File: src/rtl/sgram_seq.sv
module sgram_seq #(
  parameter int T_PWRUP    = 50000,
  parameter int T_RP       = 3,
  parameter int T_RCD      = 3,
  parameter int T_RRD      = 2,
  parameter int T_RC       = 9,
  parameter int T_MRD      = 2,
  parameter int T_AP       = 8,
  parameter int N_INIT_REF = 8,
  parameter int T_REFI     = 1562,
  parameter logic [2:0] BL_CODE = 3'b010,
  parameter logic       BT      = 1'b0,
  parameter logic [2:0] CL_CODE = 3'b011
) (
  input  logic        clk,
  input  logic        rst_n,
  input  logic        req_valid,
  input  logic [1:0]  req_op,
  input  logic        req_bank,
  input  logic [9:0]  req_addr,
  input  logic        req_ap,
  output logic        req_ready,
  output logic        init_done,
  output logic        mem_cke,
  output logic        mem_cs_n,
  output logic        mem_ras_n,
  output logic        mem_cas_n,
  output logic        mem_we_n,
  output logic        mem_dsf,
  output logic [10:0] mem_addr,
  output logic [3:0]  mem_dqm
);

  localparam int GW = $clog2(T_PWRUP + T_RC + T_RP + T_MRD + 2);
  localparam int BW = $clog2(T_RP + T_AP + T_RCD + T_RRD + 2);
  localparam int RW = $clog2(T_REFI + 1);
  localparam int NW = $clog2(N_INIT_REF + 1);

  localparam logic [4:0] C_NOP = 5'b01110;
  localparam logic [4:0] C_ACT = 5'b00110;
  localparam logic [4:0] C_RD  = 5'b01010;
  localparam logic [4:0] C_WR  = 5'b01000;
  localparam logic [4:0] C_PRE = 5'b00100;
  localparam logic [4:0] C_REF = 5'b00010;
  localparam logic [4:0] C_MRS = 5'b00000;

  localparam logic [10:0] MODE_WORD = {4'b0000, CL_CODE, BT, BL_CODE};

  typedef enum logic [1:0] {S_PWR, S_IREF, S_MRS, S_RUN} st_t;

  st_t                  st;
  logic [GW-1:0]        gap;
  logic [NW-1:0]        nref;
  logic [RW-1:0]        rtmr;
  logic                 due;
  logic [1:0]           open_b;
  logic [1:0][BW-1:0]   rp_c;
  logic [1:0][BW-1:0]   rcd_c;
  logic [BW-1:0]        rrd_c;
  logic [4:0]           cmd_q;
  logic [10:0]          addr_q;
  logic                 done_q;
  logic                 ok;

  always_comb begin
    case (req_op)
      2'd0:    ok = !open_b[req_bank] && rp_c[req_bank] == '0 && rrd_c == '0;
      2'd1,
      2'd2:    ok = open_b[req_bank] && rcd_c[req_bank] == '0;
      default: ok = 1'b1;
    endcase
  end

  assign req_ready = (st == S_RUN) && gap == '0 && !due && req_valid && ok;

  always_ff @(posedge clk or negedge rst_n) begin
    if (!rst_n) begin
      st     <= S_PWR;
      gap    <= GW'(T_PWRUP - 1);
      nref   <= '0;
      rtmr   <= '0;
      due    <= 1'b0;
      open_b <= '0;
      rp_c   <= '0;
      rcd_c  <= '0;
      rrd_c  <= '0;
      cmd_q  <= C_NOP;
      addr_q <= '0;
      done_q <= 1'b0;
    end else begin
      cmd_q  <= C_NOP;
      addr_q <= '0;
      if (gap != '0) gap <= gap - 1'b1;
      if (rrd_c != '0) rrd_c <= rrd_c - 1'b1;
      for (int i = 0; i < 2; i++) begin
        if (rp_c[i] != '0)  rp_c[i]  <= rp_c[i] - 1'b1;
        if (rcd_c[i] != '0) rcd_c[i] <= rcd_c[i] - 1'b1;
      end

      if (gap == '0) begin
        case (st)
          S_PWR: begin
            cmd_q  <= C_PRE;
            addr_q <= 11'b010_0000_0000;
            gap    <= GW'(T_RP - 1);
            st     <= S_IREF;
          end
          S_IREF: begin
            cmd_q <= C_REF;
            gap   <= GW'(T_RC - 1);
            nref  <= nref + 1'b1;
            if (nref == NW'(N_INIT_REF - 1)) st <= S_MRS;
          end
          S_MRS: begin
            cmd_q  <= C_MRS;
            addr_q <= MODE_WORD;
            gap    <= GW'(T_MRD);
            st     <= S_RUN;
            done_q <= 1'b1;
          end
          default: begin
            if (due) begin
              if (|open_b) begin
                cmd_q  <= C_PRE;
                addr_q <= 11'b010_0000_0000;
                open_b <= '0;
                rp_c   <= {BW'(T_RP - 1), BW'(T_RP - 1)};
                gap    <= GW'(T_RP - 1);
              end else begin
                cmd_q <= C_REF;
                gap   <= GW'(T_RC - 1);
                due   <= 1'b0;
              end
            end else if (req_ready) begin
              case (req_op)
                2'd0: begin
                  cmd_q            <= C_ACT;
                  addr_q           <= {req_bank, req_addr};
                  open_b[req_bank] <= 1'b1;
                  rcd_c[req_bank]  <= BW'(T_RCD - 1);
                  rrd_c            <= BW'(T_RRD - 1);
                end
                2'd1, 2'd2: begin
                  cmd_q  <= (req_op == 2'd1) ? C_RD : C_WR;
                  addr_q <= {req_bank, req_ap, 1'b0, req_addr[7:0]};
                  if (req_ap) begin
                    open_b[req_bank] <= 1'b0;
                    rp_c[req_bank]   <= BW'(T_AP - 1);
                  end
                end
                default: begin
                  cmd_q  <= C_PRE;
                  addr_q <= {req_bank, req_ap, 9'b0};
                  if (req_ap) begin
                    open_b <= '0;
                    rp_c   <= {BW'(T_RP - 1), BW'(T_RP - 1)};
                  end else begin
                    open_b[req_bank] <= 1'b0;
                    rp_c[req_bank]   <= BW'(T_RP - 1);
                  end
                end
              endcase
            end
          end
        endcase
      end

      if (st == S_RUN) begin
        if (rtmr == RW'(T_REFI - 1)) begin
          rtmr <= '0;
          due  <= 1'b1;
        end else begin
          rtmr <= rtmr + 1'b1;
        end
      end
    end
  end

  assign {mem_cs_n, mem_ras_n, mem_cas_n, mem_we_n, mem_dsf} = cmd_q;
  assign mem_addr  = addr_q;
  assign mem_cke   = 1'b1;
  assign mem_dqm   = {4{~done_q}};
  assign init_done = done_q;

  logic [GW-1:0] rc_cnt;
  logic [BW-1:0] act_cnt;
  always_ff @(posedge clk or negedge rst_n) begin
    if (!rst_n) begin
      rc_cnt  <= GW'(T_RC);
      act_cnt <= BW'(T_RRD);
    end else begin
      if (cmd_q == C_REF) rc_cnt <= GW'(1);
      else if (rc_cnt < GW'(T_RC)) rc_cnt <= rc_cnt + 1'b1;
      if (cmd_q == C_ACT) act_cnt <= BW'(1);
      else if (act_cnt < BW'(T_RRD)) act_cnt <= act_cnt + 1'b1;
    end
  end

  AST_REF_QUIET: assert property (@(posedge clk) disable iff (!rst_n)
    (cmd_q != C_NOP) |-> (rc_cnt >= GW'(T_RC)));
  AST_REF_BANKS_IDLE: assert property (@(posedge clk) disable iff (!rst_n)
    (cmd_q == C_REF) |-> (open_b == 2'b00));
  AST_ACT_SPACING: assert property (@(posedge clk) disable iff (!rst_n)
    (cmd_q == C_ACT) |-> (act_cnt >= BW'(T_RRD)));
  AST_NO_EARLY_ACK: assert property (@(posedge clk) disable iff (!rst_n)
    req_ready |-> init_done);
  AST_ACK_ISSUES: assert property (@(posedge clk) disable iff (!rst_n)
    req_ready |=> (cmd_q != C_NOP));
  AST_INIT_CMDS: assert property (@(posedge clk) disable iff (!rst_n)
    !init_done |-> (cmd_q == C_NOP || cmd_q == C_PRE || cmd_q == C_REF));
  AST_MASKS_INIT: assert property (@(posedge clk) disable iff (!rst_n)
    !init_done |-> (mem_dqm == 4'hF));

endmodule

File: config.mk
export PLATFORM = sky130hd
export DESIGN_NAME = sgram_seq
export DESIGN_NICKNAME = d
export VERILOG_FILES = /design/src/rtl/sgram_seq.sv
export SDC_FILE = /design/constraint.sdc
export NUM_CORES = 1
export LEC_CHECK = 0
export ABC_CLOCK_PERIOD_IN_PS = 3000
export CORE_MARGIN = 2
export CORE_UTILIZATION = 40
export CTS_BUF_LIST = sky130_fd_sc_hd__clkbuf_8
export CTS_CLUSTER_SIZE = 14
export DETAILED_ROUTE_END_ITERATION = 8
export GPL_TIMING_DRIVEN = 0
export PLACE_DENSITY_LB_ADDON = 0.25
export RECOVER_POWER = 100
export SLEW_MARGIN = 30
export SYNTH_ARGS = -nofsm -noshare
export SYNTH_HDL_FRONTEND = slang
export SYNTH_SLANG_ARGS = --single-unit
File: constraint.sdc
create_clock -name clk -period 3 [get_ports clk]
set_clock_uncertainty 0.15 [all_clocks]
set_input_delay 0.6 -clock clk [delete_from_list [all_inputs] [get_ports clk]]
set_output_delay 0.6 -clock clk [all_outputs]
set_load 0.05 [all_outputs]
==> parameters.txt <==
Parameter                              Value

Run status
  Status    complete, but fails checks
  Violations in the final reports    max-capacitance violations, max-slew violations

Power and ir drop
  Leakage dissipation    2.29 nW
  Total power    0.00199 W
  Peak VDD IR    0.180 mV
  Power per cell area    roughly 400 nW/µm²

Die
  Die Wd    105 µm
  I/O pin count    40
  Number of placement rows    36
  Placeable Area    roughly 9800 µm²
  Floorplan die area    11000 µm²
  Initial cell density of the core    0.416
  Height of the die    approximately 110 µm

Setup path
  Critical Path, Cell by Cell    inv_1, ha_4, nor4b_4, o2111ai_2, o211ai_2, and3_4, buf_6, buf_8
  Flop2flop setup slack    around 270 ps
  Worst reg2reg endpoint    rcd_c[7]
  Reg2Reg Launch Point    gap[1]
  Maximum net fanout on the critical path    7
  Number of cell instances on the worst register-to-register path    9
  Longest individual stage delay on the worst path    approximately 400 ps
  Data required time of the critical path    2250 ps
  Critical path type    reg -> out
  Slowest CP cell    sky130_fd_sc_hd__dfrtp_1
  Kind of start point of the critical path    flip-flop
  Capturing element type of the critical path    primary output
  Data arrival time of the critical path    approximately 2100 ps

Place
  Worst slack at placement    -1320 ps
  Count of buffers from port buffering    36
  Gp weighted congestion    ~0.84
  Detailed-placement wirelength estimate    ~6300 µm

Timing
  Highest clock frequency the design can meet    about 0.35 GHz
  Hold Fails Final Rpt    0
  Number of slew-limit violations in the final report    33
  Smallest setup slack after layout    roughly 110 ps
  Slew @ Worst Pin    around 1900 ps
  RSZ-0062 raised after global routing    no
  Headroom to the max-slew limit    -0.261
  # setup viols final    0
  Share of the clock period used by the worst path    0.965
  Minimum period implied by the final worst setup slack    ~2900 ps

Final layout
  ANT cells    0
  Footprint of the multi-input gates    2100 µm²
  Filler cell count    between 900 and 1000
  Nets    511
  Sequential cell area    1920 µm²
  Fin util    0.508
  Synth-to-layout area growth    22.2%
  Fraction of layout instances using a drive strength above 1    0.140

Routing
  Residual antenna-violating net count after detailed routing    0
  Via/cell ratio    between 5 and 6
  Drc violations    0
  Number of vias in the routed layout    approximately 3200
  Iteration-0 DRC count of the detailed router    approximately 140
  Post-Route WL    ~8800 µm
  Average wire per cell in the routed design    approximately 14 µm
  Initial DRT Pass Iterations    4

CTS
  Clock slew at the register clock pins of the worst setup and hold paths    roughly 80 ps
  Clock buffers created by TritonCTS    9
  Buffer depth of the longest clock path    2
  Clock Tree Root    sky130_fd_sc_hd__clkbuf_8
  H-tree depth    3
  TritonCTS clock tree    done
  Clk Latency, worst-skew pair    350 ps
  CTS sink count    76

Global routing
  Total grt overflow    0
  Largest net degree at the start of global routing    45
  Antenna violations before repair    0
  Vias in the first global route    3144
  Global-route wire length before repair    14900 µm
  Tot GR Track Use    0.169

Logic synthesis
  Post-synthesis cell type count    56
  Share of the yosys chip area belonging to registers    0.470
  Post-synth top cells    sky130_fd_sc_hd__dfrtp_1 (64), sky130_fd_sc_hd__nor2_1 (47), sky130_fd_sc_hd__nand2_1 (43)
  Number of flops mapped to enable cells by yosys    0
  Share of synthesized flip-flops with an asynchronous set or reset    1.00
  Share of Yosys cell area claimed by the top area cell type    0.392
  Most numerous cell in the Yosys netlist    sky130_fd_sc_hd__dfrtp_1
  Flops & latches, synth    between 70 and 80
  Warnings from Yosys    0
  Cell type with the largest total area after synthesis    sky130_fd_sc_hd__dfrtp_1
  Mapped cell area    between 4000 and 5000 µm²
  Top cells by area, synth    sky130_fd_sc_hd__dfrtp_1 (39%), sky130_fd_sc_hd__dfstp_2 (7.7%), sky130_fd_sc_hd__ha_1 (5.8%)
  Mean post-synth cell area    9.61 µm²
  Instance count of the mapped netlist    425
  Top flip-flop cell by instance count after synthesis    sky130_fd_sc_hd__dfrtp_1

Run
  Number of max-cap violations    1

Hold path
  Endpoint of the worst hold-timing path    nref[3]
  Worst hold path class    reg -> reg
  Min-Delay Startpoint    nref[3]
  Hold-critical path depth    1
## flip-flops by register name (all words and copies together), names as in the netlist
register   cells
rcd_c         10
gap           16
rtmr          11
rp_c          10
rrd_c          5
st             2
mem_addr      11
cmd_q          3
due            1
nref           4
open_b         2
init_done      1
## cell usage in the layout (no fill, tap or decap), types with 16 or more instances in the layout
cell type	instances
sky130_fd_sc_hd__nand2_1	43
sky130_fd_sc_hd__dfrtp_1	64
sky130_fd_sc_hd__clkdlybuf4s50_1	24
sky130_fd_sc_hd__ha_1	17
sky130_fd_sc_hd__a21oi_1	23
sky130_fd_sc_hd__o21ai_0	21
sky130_fd_sc_hd__nor2_1	47
sky130_fd_sc_hd__inv_1	20
sky130_fd_sc_hd__nor3_1	16
sky130_fd_sc_hd__xnor2_1	19
## worst max-delay path: cells and delay by family, from the launching register on
| family | cells | cell delay (ps) |
|---|---|---|
| compound gates | 2 | 390 |
| flops | 1 | 400 |
| buf+inv | 3 | 360 |
| fa+ha+maj | 1 | 150 |
| simple gates | 2 | 470 |
## worst max-delay path by stage
stage,from,end,cells past startpoint
finish,rrd_c[1],req_ready,8
global route,rrd_c[1],req_ready,8
CTS,rcd_c[6],req_ready,6
detailed placement,req_op[0],req_ready,10
global placement,rst_n,rtmr[5],1
floorplan,req_op[1],req_ready,8
## metal layers
layer | GRT usage | vias up | wire, µm
met2 | 0.282 | 52 | 4450
met5 | 0 | - | 0
met3 | 0.0443 | 7 | 270
li1 | - | 1564 | -
met1 | 0.211 | 1537 | 4030
met4 | 0.0590 | 0 | 91
## logic make-up after synthesis
logic type / share of synthesized area
AO/OA/AOI/OAI: 0.117
XOR/XNOR: 0.0644
adder cells (fa/ha/maj): 0.0582
buffers and inverters: 0.0441
flip-flops: 0.470
multiplexers: 0.0205
other: 0.00184
AND/OR/NAND/NOR: 0.225
## report_power, final
part / internal, W / switching [W] / leakage [nW]
registers: 0.00102 / 0 / 1.00
clock network: 0.000466 / 0.000390 / 0.111
logic: 0.0000443 / 0.0000647 / 1.17
total: 0.00153 / 0.000455 / 2.29
## final cells by class
type                       instances  share of cell area
inverter                          23              0.0173
buffer                            15              0.0213
multi-input combinational        309               0.421
tap                              133              0.0333
clock buffer                       9              0.0248
clock inverter                     7              0.0180
sequential                        76               0.384
timing repair buffer              41              0.0805
## what timing repair did
action / CTS / global route
setup buffers: 3 / 1
hold buffers: 0 / 0
gates cloned: 0 / 0
pin swaps: 6 / 6
endpoints found under the setup margin: 6 / 1
resized for setup: 33 / 11
## per-stage QoR
stage          hold slack (ps)  std cells  TNS (ps)  cell area [µm²]
2_1_floorplan              154        426         0             4090
3_3_place_gp               303        595   -122140             4610
3_5_place_dp               308        596    -13440             4640
4_1_cts                   43.7        614         0             4990
5_1_grt                    344        613         0             4990
6_report                   326        613         0             4990
No activity file was read; power rests on OpenSTA's default activity.
